**config.mk**
```make
export PLATFORM = sky130hd
export DESIGN_NAME = i2c_eeprom_target
export DESIGN_NICKNAME = d
export VERILOG_FILES = /design/src/rtl/eep_pkg.sv /design/src/rtl/eep_busmon.sv /design/src/rtl/eep_wcycle.sv /design/src/rtl/eep_array.sv /design/src/rtl/i2c_eeprom_target.sv
export SDC_FILE = /design/constraint.sdc
export NUM_CORES = 2
export LEC_CHECK = 0
export ABC_AREA = 1
export BUFFER_PORTS_ARGS = -buffer_cell sky130_fd_sc_hd__buf_2
export CORE_UTILIZATION = 29
export DETAILED_ROUTE_END_ITERATION = 10
export SLEW_MARGIN = 20
export SYNTH_ARGS = -nofsm -noshare
export SYNTH_HDL_FRONTEND = slang
export SYNTH_HIERARCHICAL = 1
export SYNTH_SLANG_ARGS = --single-unit
```
**constraint.sdc**
```tcl
create_clock -name clk -period 2.9 [get_ports clk]
set_clock_uncertainty 0.15 [all_clocks]
set_input_delay 0.725 -clock clk [delete_from_list [all_inputs] [get_ports clk]]
set_output_delay 0.725 -clock clk [all_outputs]
set_load 0.05 [all_outputs]
```
**src/rtl/eep_pkg.sv**
```systemverilog
package eep_pkg;
    typedef enum logic [3:0] {
        S_IDLE,
        S_CTRL,
        S_CACK,
        S_WADDR,
        S_AACK,
        S_WDATA,
        S_DACK,
        S_RDATA,
        S_RACK
    } eep_state_e;
endpackage

```
**src/rtl/eep_busmon.sv**
```systemverilog
module eep_busmon (
    input  logic clk,
    input  logic rst_n,
    input  logic scl,
    input  logic sda,
    output logic cond_start,
    output logic cond_stop,
    output logic scl_rise,
    output logic scl_fall
);
    logic scl_q;
    logic sda_q;

    always_ff @(posedge clk or negedge rst_n) begin
        if (!rst_n) begin
            scl_q <= 1'b1;
            sda_q <= 1'b1;
        end else begin
            scl_q <= scl;
            sda_q <= sda;
        end
    end

    // Data edges while the clock stays high are bus conditions.
    assign cond_start = scl && scl_q && sda_q && !sda;
    assign cond_stop  = scl && scl_q && !sda_q && sda;
    assign scl_rise   = scl && !scl_q;
    assign scl_fall   = !scl && scl_q;
endmodule

```
**src/rtl/eep_wcycle.sv**
```systemverilog
module eep_wcycle #(
    parameter int WCYC = 5000
) (
    input  logic clk,
    input  logic rst_n,
    input  logic launch,
    output logic busy,
    output logic done
);
    localparam int CW = $clog2(WCYC + 1);

    logic [CW-1:0] cnt;

    always_ff @(posedge clk or negedge rst_n) begin
        if (!rst_n) begin
            cnt <= '0;
        end else if (launch) begin
            cnt <= CW'(WCYC);
        end else if (cnt != '0) begin
            cnt <= cnt - CW'(1);
        end
    end

    assign busy = (cnt != '0);
    assign done = (cnt == CW'(1));

    p_launch_idle_r4: assert property (@(posedge clk) disable iff (!rst_n)
        launch |-> !busy);
    p_launch_busy_r4: assert property (@(posedge clk) disable iff (!rst_n)
        launch |=> busy);
    p_cnt_bound_r3: assert property (@(posedge clk) disable iff (!rst_n)
        cnt <= CW'(WCYC));
endmodule

```
**src/rtl/eep_array.sv**
```systemverilog
module eep_array #(
    parameter int DEPTH = 256,
    parameter int AW    = 8
) (
    input  logic          clk,
    input  logic          rst_n,
    input  logic          we,
    input  logic [AW-1:0] waddr,
    input  logic [7:0]    wdata,
    input  logic [AW-1:0] raddr,
    output logic [7:0]    rdata
);
    logic [7:0] mem [DEPTH];

    always_ff @(posedge clk or negedge rst_n) begin
        if (!rst_n) begin
            for (int i = 0; i < DEPTH; i++) mem[i] <= 8'h00;
        end else if (we) begin
            mem[waddr] <= wdata;
        end
    end

    assign rdata = mem[raddr];
endmodule

```
**src/rtl/i2c_eeprom_target.sv**
```systemverilog
module i2c_eeprom_target #(
    parameter logic [6:0] DEV_ADDR  = 7'h50,
    parameter int         MEM_BYTES = 256,
    parameter int         WCYC      = 5000
) (
    input  logic clk,
    input  logic rst_n,
    input  logic scl,
    input  logic sda_in,
    output logic sda_oe,
    input  logic wp
);
    import eep_pkg::*;

    localparam int AW = $clog2(MEM_BYTES);

    eep_state_e    state, nxt;
    logic [3:0]    bitcnt;
    logic [7:0]    shreg;
    logic [AW-1:0] ptr;
    logic [AW-1:0] paddr;
    logic [7:0]    pdata;
    logic          rw;
    logic          mack;
    logic          pend_wr;
    logic          cond_start, cond_stop, scl_rise, scl_fall;
    logic          busy, done, launch;
    logic [7:0]    rd_data;
    logic          byte_end;

    eep_busmon i_busmon (
        .clk        (clk),
        .rst_n      (rst_n),
        .scl        (scl),
        .sda        (sda_in),
        .cond_start (cond_start),
        .cond_stop  (cond_stop),
        .scl_rise   (scl_rise),
        .scl_fall   (scl_fall)
    );

    eep_wcycle #(.WCYC(WCYC)) i_wcycle (
        .clk    (clk),
        .rst_n  (rst_n),
        .launch (launch),
        .busy   (busy),
        .done   (done)
    );

    eep_array #(.DEPTH(MEM_BYTES), .AW(AW)) i_array (
        .clk   (clk),
        .rst_n (rst_n),
        .we    (done),
        .waddr (paddr),
        .wdata (pdata),
        .raddr (ptr),
        .rdata (rd_data)
    );

    assign byte_end = scl_fall && (bitcnt == 4'd8);
    assign launch   = cond_stop && pend_wr && !wp;

    // Next-state logic.
    always_comb begin
        nxt = state;
        if (cond_start) begin
            nxt = S_CTRL;
        end else if (cond_stop) begin
            nxt = S_IDLE;
        end else begin
            unique case (state)
                S_IDLE:  nxt = S_IDLE;
                S_CTRL:  if (byte_end)
                             nxt = (shreg[7:1] == DEV_ADDR && !busy) ? S_CACK : S_IDLE;
                S_CACK:  if (scl_fall) nxt = rw ? S_RDATA : S_WADDR;
                S_WADDR: if (byte_end) nxt = S_AACK;
                S_AACK:  if (scl_fall) nxt = S_WDATA;
                S_WDATA: if (byte_end) nxt = pend_wr ? S_IDLE : S_DACK;
                S_DACK:  if (scl_fall) nxt = S_WDATA;
                S_RDATA: if (byte_end) nxt = S_RACK;
                S_RACK:  if (scl_fall) nxt = mack ? S_RDATA : S_IDLE;
                default: nxt = S_IDLE;
            endcase
        end
    end

    // State register and datapath.
    always_ff @(posedge clk or negedge rst_n) begin
        if (!rst_n) begin
            state   <= S_IDLE;
            bitcnt  <= '0;
            shreg   <= '0;
            ptr     <= '0;
            paddr   <= '0;
            pdata   <= '0;
            rw      <= 1'b0;
            mack    <= 1'b0;
            pend_wr <= 1'b0;
        end else begin
            state <= nxt;
            if (cond_start || cond_stop) begin
                bitcnt  <= '0;
                pend_wr <= 1'b0;
            end else begin
                unique case (state)
                    S_CTRL, S_WADDR, S_WDATA: begin
                        if (scl_rise && bitcnt != 4'd8) begin
                            shreg  <= {shreg[6:0], sda_in};
                            bitcnt <= bitcnt + 4'd1;
                        end else if (byte_end) begin
                            bitcnt <= '0;
                            if (state == S_CTRL) rw <= shreg[0];
                            if (state == S_WADDR) ptr <= shreg[AW-1:0];
                            if (state == S_WDATA && !pend_wr) begin
                                pdata   <= shreg;
                                paddr   <= ptr;
                                ptr     <= ptr + AW'(1);
                                pend_wr <= 1'b1;
                            end
                        end
                    end
                    S_CACK: begin
                        if (scl_fall && rw) begin
                            shreg  <= rd_data;
                            ptr    <= ptr + AW'(1);
                            bitcnt <= '0;
                        end
                    end
                    S_RDATA: begin
                        if (scl_rise && bitcnt != 4'd8) bitcnt <= bitcnt + 4'd1;
                        else if (scl_fall && bitcnt != 4'd8) shreg <= {shreg[6:0], 1'b0};
                    end
                    S_RACK: begin
                        if (scl_rise) mack <= !sda_in;
                        else if (scl_fall && mack) begin
                            shreg  <= rd_data;
                            ptr    <= ptr + AW'(1);
                            bitcnt <= '0;
                        end
                    end
                    default: ;
                endcase
            end
        end
    end

    // Output logic.
    always_comb begin
        unique case (state)
            S_CACK, S_AACK, S_DACK: sda_oe = 1'b1;
            S_RDATA:                sda_oe = !shreg[7];
            default:                sda_oe = 1'b0;
        endcase
    end

    p_ack_not_busy_r4: assert property (@(posedge clk) disable iff (!rst_n)
        (state == S_CACK) |-> !busy);
    p_prog_on_stop_r4: assert property (@(posedge clk) disable iff (!rst_n)
        $rose(busy) |-> $past(cond_stop));
    p_wp_blocks_r9: assert property (@(posedge clk) disable iff (!rst_n)
        $rose(busy) |-> !$past(wp));
    p_restart_discard_r5: assert property (@(posedge clk) disable iff (!rst_n)
        cond_start |=> !pend_wr);
    p_idle_released_r2: assert property (@(posedge clk) disable iff (!rst_n)
        (state == S_IDLE) |-> !sda_oe);
endmodule

```
# --- Word level (Yosys, flattened, before mapping) ---
# Index checks and enable logic that the tools add are counted.
totals:
  register_bits: 2106
  out_inout_bits: 1
  elab_cells: 408
op_classes:
  addsub: 3
  n_lt_le_gt_ge: 3
  n_eq_ne: 34
  n_mux: 51
  bitwise_logic: 4
  reduce_logical: 45
ops:
  columns: ["operator", "count"]
  rows:
  - ["2048-bit bitwise mux", 1]
  - ["8-bit 2-to-1 mux", 16]
  - ["8-bit binary-select mux with 8-bit select", 1]
  - ["8-bit demux with 8-bit select", 1]
  - ["4-bit 2-to-1 mux", 16]
  - ["4-bit inequality test (second input constant)", 8]
  - ["8-bit case mux with 4 select lines", 1]
  - ["4-bit case mux with 7 select lines", 1]
  - ["13-bit 2-to-1 mux", 2]
  - ["8-bit case mux with 3 select lines", 1]
  - ["9-bit greater-or-equal comparator (second input constant)", 2]
  - ["2-bit inequality test (second input constant)", 9]
  - ["8-bit NOT with 9-bit output", 2]
  - ["1-bit logical AND", 17]
  - ["4-bit by 3-bit equality test with 1-bit output (second input constant)", 4]
  - ["4-bit case mux with 4 select lines", 1]
  - ["8-bit AND reduction", 2]
  - ["3-bit inequality test (second input constant)", 5]
  - ["13-bit by 1-bit equality test with 1-bit output (second input constant)", 1]
  - ["13-bit nonzero test", 1]
  - ["13-bit by 1-bit subtractor with 13-bit output (second input constant)", 1]
  - ["5-bit AND reduction", 2]
  - ["9-bit by 1-bit less-than comparator with 1-bit output (second input constant)", 1]
  - ["3-bit 2-to-1 mux", 3]
  - ["other kinds (23)", 41]

# --- Longest topological paths before layout ---
logic_depth:
  depth_word: 8
  mapped_depth: 19

# --- Hierarchy ---
# Netlist, hierarchy kept.
modules_own_cells:
  columns: ["module", "instances", "cells_per_inst", "area_per_inst_um2", "seq_area_each_um2"]
  rows:
  - ["eep_array", 1, 11567, 92471.2, 51249.2]
  - ["i2c_eeprom_target", 1, 339, 2463.6, 1076.0]
  - ["eep_wcycle", 1, 115, 835.8, 325.3]
  - ["eep_busmon", 1, 13, 93.8, 52.6]

# --- Least setup slack after synthesis ---
# OpenSTA, ideal clock, no wires.
synth_timing:
  path_type: "register to register"
  from: "register i_wcycle.cnt[6]"
  to: "register i_array/mem[1061] (netlist name)"
  setup_time_ps: 131
  arrival_time_ps: 2500
  required_time_ps: 2619
  setup_slack_ps: 119
  stages_incl_launch_ff: 14
  synth_period_minus_slack_ps: 2781
  path_cell_list: "dfrtp_1 nor2_1 nand2_2 inv_1 nand3_1 nor3_1 inv_2 buf_2 nor3_2 buf_2 nand2_1 clkbuf_1 nand2_1 o21ai_1"
synth_via:
  elab_chain_len: 1
synth_rtl:
  columns: ["element", "line", "rtl"]
  rows:
  - ["from (decl)", "eep_wcycle.sv:12", "logic [CW-1:0] cnt;"]
  - ["from (signal assigned)", "eep_wcycle.sv:18", "cnt <= CW'(WCYC);"]
  - ["from (signal assigned)", "eep_wcycle.sv:20", "cnt <= cnt - CW'(1);"]
  - ["13-bit by 1-bit equality test with 1-bit output", "eep_wcycle.sv:25", "assign done = (cnt == CW'(1));"]
  - ["net done", "i2c_eeprom_target.sv:27", "logic busy, done, launch;"]
  - ["to (signal, indexed assignment)", "eep_array.sv:19", "mem[waddr] <= wdata;"]
  - ["to (decl)", "eep_array.sv:13", "logic [7:0] mem [DEPTH];"]
# The timed path passes the listed nets, and every way through them passes these cells.
# A chain may end at the register's enable or synchronous reset.

# --- Final worst setup path ---
layout_timing:
  from: "register state[3]"
  to: "output port sda_oe"
layout_via:
  elab_chain_len: 3
  elab_cells_between_ends: 6
  cone_classes: "4 x eq/ne; 1 x mux; 1 x reduce/logical"
layout_rtl:
  columns: ["element", "line", "rtl"]
  rows:
  - ["from (decl)", "i2c_eeprom_target.sv:17", "eep_state_e state, nxt;"]
  - ["from (signal assigned)", "i2c_eeprom_target.sv:100", "state <= nxt;"]
  - ["4-bit by 2-bit equality test with 1-bit output or 4-bit by 3-bit equality test with 1-bit output (tied branches)", "i2c_eeprom_target.sv:149", "unique case (state)"]
  - ["3-bit OR reduction", "i2c_eeprom_target.sv:149", null]
  - ["1-bit case mux with 2 select lines *", "i2c_eeprom_target.sv:149", null]
  - ["to (decl)", "i2c_eeprom_target.sv:10", "output logic sda_oe,"]
# Mark *: on every way between the ends. The rest lies on a longest branch, timed or not.

==> impl_metrics.json <==
{
  "synth_common_cells": "4424 x nand2_1, 2104 x dfrtp_1, 2051 x nand3_1, 1083 x o21ai_0, 906 x o21ai_1",
  "synth_area_leaders": "dfrtp_1 55%, nand2_1 17%, nand3_1 11%",
  "synth_cells": 12000,
  "crit_fanout": 3,
  "critical_path_arrival_ns": 2.18,
  "yosysMostFrequentCell": "nand2_1",
  "area_growth_pct": 22.4,
  "yosys_warnings": 6,
  "firstDrtPassIters": 6,
  "synth_area_sq_mm": 0.0959,
  "p_per_area_mw_per_mm2": 809,
  "final-setup-viol-count": 3,
  "cp_data_required_time_ns": 2.03,
  "clkSlewWorstSetupHoldPaths_ns": 0.06,
  "worst_pin_slew_ns": 1.21,
  "hold_class": "input pin to flip-flop",
  "status": "complete, but fails checks",
  "synth-async-reset-ratio_pct": 100,
  "slew_violations": 0,
  "multi_input_comb_area_sq_mm": 0.0405,
  "hpwl_microns": 198000,
  "holdWs_ns": 0.147,
  "grt_usage_pct": 19.1,
  "violations": "setup timing",
  "io_buffers": 5,
  "period_needed_ns": 3.06,
  "start_kind": "flip-flop",
  "wl_per_cell_microns": 19.7,
  "cts_tree": "built",
  "wl_microns": 328000,
  "path_buf_inv": 3,
  "rows": 210,
  "die_x_microns": 577,
  "core_area_sq_mm": 0.328,
  "rsz0062_at_grt": "true",
  "fillCellCount": 33600,
  "path_cells": "inv_2 -> nand2_4 -> nor2_4 -> inv_2 -> o211ai_1 -> buf_4",
  "crit_path_frequent_cell": "inv_2",
  "synth.largest_area_cell": "dfrtp_1",
  "clock_latency_ns": 0.89,
  "grt_pass1_vias": 79600,
  "fin_tns_setup_ns": -0.235,
  "vias": 84800,
  "slew_headroom_pct": 19.3,
  "cts_made_buffers": 224,
  "ys_seq_area_share_pct": 55.0,
  "p_leak_uw": 0.0499,
  "synth.distinct_cells": 35,
  "crit_family": "flip-flops",
  "syn-num-nets": 12000,
  "vdd_ir_drop_max_v": 0.000765,
  "synth-main-ff-cell": "dfrtp_1",
  "synth_edf_count": 0,
  "hold_viol_final": 0,
  "final_util_pct": 35.8,
  "dieArea_sq_mm": 0.333,
  "grt_max_degree": 121,
  "drc": 0,
  "ios": 6,
  "cts-root-buf": "clkbuf_16",
  "max_cap_viol_count": 0,
  "end_kind": "output pin",
  "grt_pass1_wl_microns": 499000,
  "final_nets": 12100,
  "max_stage_delay_ns": 0.41,
  "ys_ff_latch": 2106,
  "gp_congestion": 0.876,
  "area.sequential_sq_mm": 0.0527,
  "antenna_found_initial": 8,
  "pre_cts_ws_ns": -0.253,
  "cts_buffer_depth": 3,
  "drt-vias-per-instance": 5.08,
  "ant_nets": 0,
  "worst_slack_ns": -0.158,
  "period_share_pct": 105,
  "cts_max_level": 4,
  "die_h_microns": 577,
  "start_util_pct": 29.2,
  "drtIter0Drc": 9902,
  "grt_overflow": 0,
  "clkSinkCount": 2106,
  "yosys.area.top_type_share_pct": 54.9,
  "cp_slowest_cell": "dfrtp_1",
  "drive_above_1_share_pct": 12.7,
  "r2r_slack_ns": -0.04,
  "fmax_mhz": 327,
  "path_class": "flip-flop to output pin",
  "syn_area_per_cell_sq_um": 7.97
}
==> metal layers <==
layer	track usage (%)	vias to the layer above	wire (microns)	part of all wire (%)
met5	0	-	13	0.0040
met1	27.0	41200	145000	44
met3	2.65	491	24100	7.4
met4	6.26	2	9920	3.0
li1	-	40000	-	-
met2	30.0	3083	149000	45
==> area by class of cell <==
class	count	area share (%)
antenna	4	0.00853
clock buffer	338	5.80
clock inverter	80	0.985
inverter	100	0.417
multi-input combinational	8858	34.5
sequential	2106	44.9
tap	4346	4.63
timing repair buffer	841	8.66
timing repair inverter	1	0.0139
==> logic make-up after synthesis <==
kind of cell    Yosys count  synth area share, %
compound gates         2112                 11.0
xor+xnor                  7               0.0640
simple gates           6733                 29.3
fa+ha+maj                 6               0.0783
flops                  2106                 55.0
buf+inv                1070                 4.51
==> tightest hold or removal path, delay by kind of cell <==
kind | cells | cell delay [ns]
buffers and inverters | 2 | 0.27
and+or+nand+nor | 2 | 0.14
==> per-stage QoR <==
| stage | cells | area [sq um] | total power [uW] |
|---|---|---|---|
| after detailed placement | 16100 | 105000 | 58100 |
| after CTS | 16600 | 115000 | 91500 |
| after global placement | 16100 | 105000 | 58200 |
| final | 16700 | 117000 | 95000 |
| after global routing | 16700 | 117000 | 98200 |
| after floorplan | 12000 | 95900 | 44800 |
==> power by group <==
part,switching (uW),internal [uW]
Sequential,194,29500
Combinational,22300,12100
Clock,12400,18400
Total,34900,60000
==> sequential cells by signal (all words and copies together), names as in the netlist <==
| register | count |
|---|---|
| state | 4 |
| mack | 1 |
| i_busmon/sda_q | 1 |
| pdata | 8 |
| pend_wr | 1 |
| paddr | 8 |
| bitcnt | 4 |
| shreg | 8 |
| rw | 1 |
| i_wcycle/cnt | 13 |
| i_busmon/scl_q | 1 |
| ptr | 8 |
| i_array/mem | 2048 |
==> cells in the final DEF, fill, tap and decap left out, types with 12 or more instances in the layout <==
cell       count
buf_4        536
clkbuf_8      65
buf_16        30
nor3_4        12
nor2_2        13
nor2_1       196
nand3_1     1795
inv_2         16
o21ai_0     1073
buf_8         13
dfrtp_1     2096
clkbuf_16    259
nand3_4       38
nand2_1     4414
o21ai_1      916
buf_6         32
nand3_2      221
a21oi_1      119
clkinv_2      38
bufinv_16     25
inv_1         70
buf_12       188
clkbuf_1      43
==> timing repair <==
action,CTS,global route
setup endpoints to repair,9,738
resized for setup,145,294
hold endpoints to repair,185,0
cloned,17,31
pin swaps,16,117
hold buffers,3,0
setup buffers,27,36
==> final timing paths <==
kind | from | to | cells after the start
max in group asynchronous | rst_n | i_array/mem[213] | 3
hold reg to reg | i_array/mem[1155] | i_array/mem[1155] | 2
setup reg to reg | ptr[0] | shreg[2] | 20
hold / removal | wp | i_wcycle/cnt[12] | 4
min in group asynchronous | rst_n | i_array/mem[1604] | 2
setup / recovery | state[3] | sda_oe | 6
No activity file was read; power rests on OpenSTA's default activity.
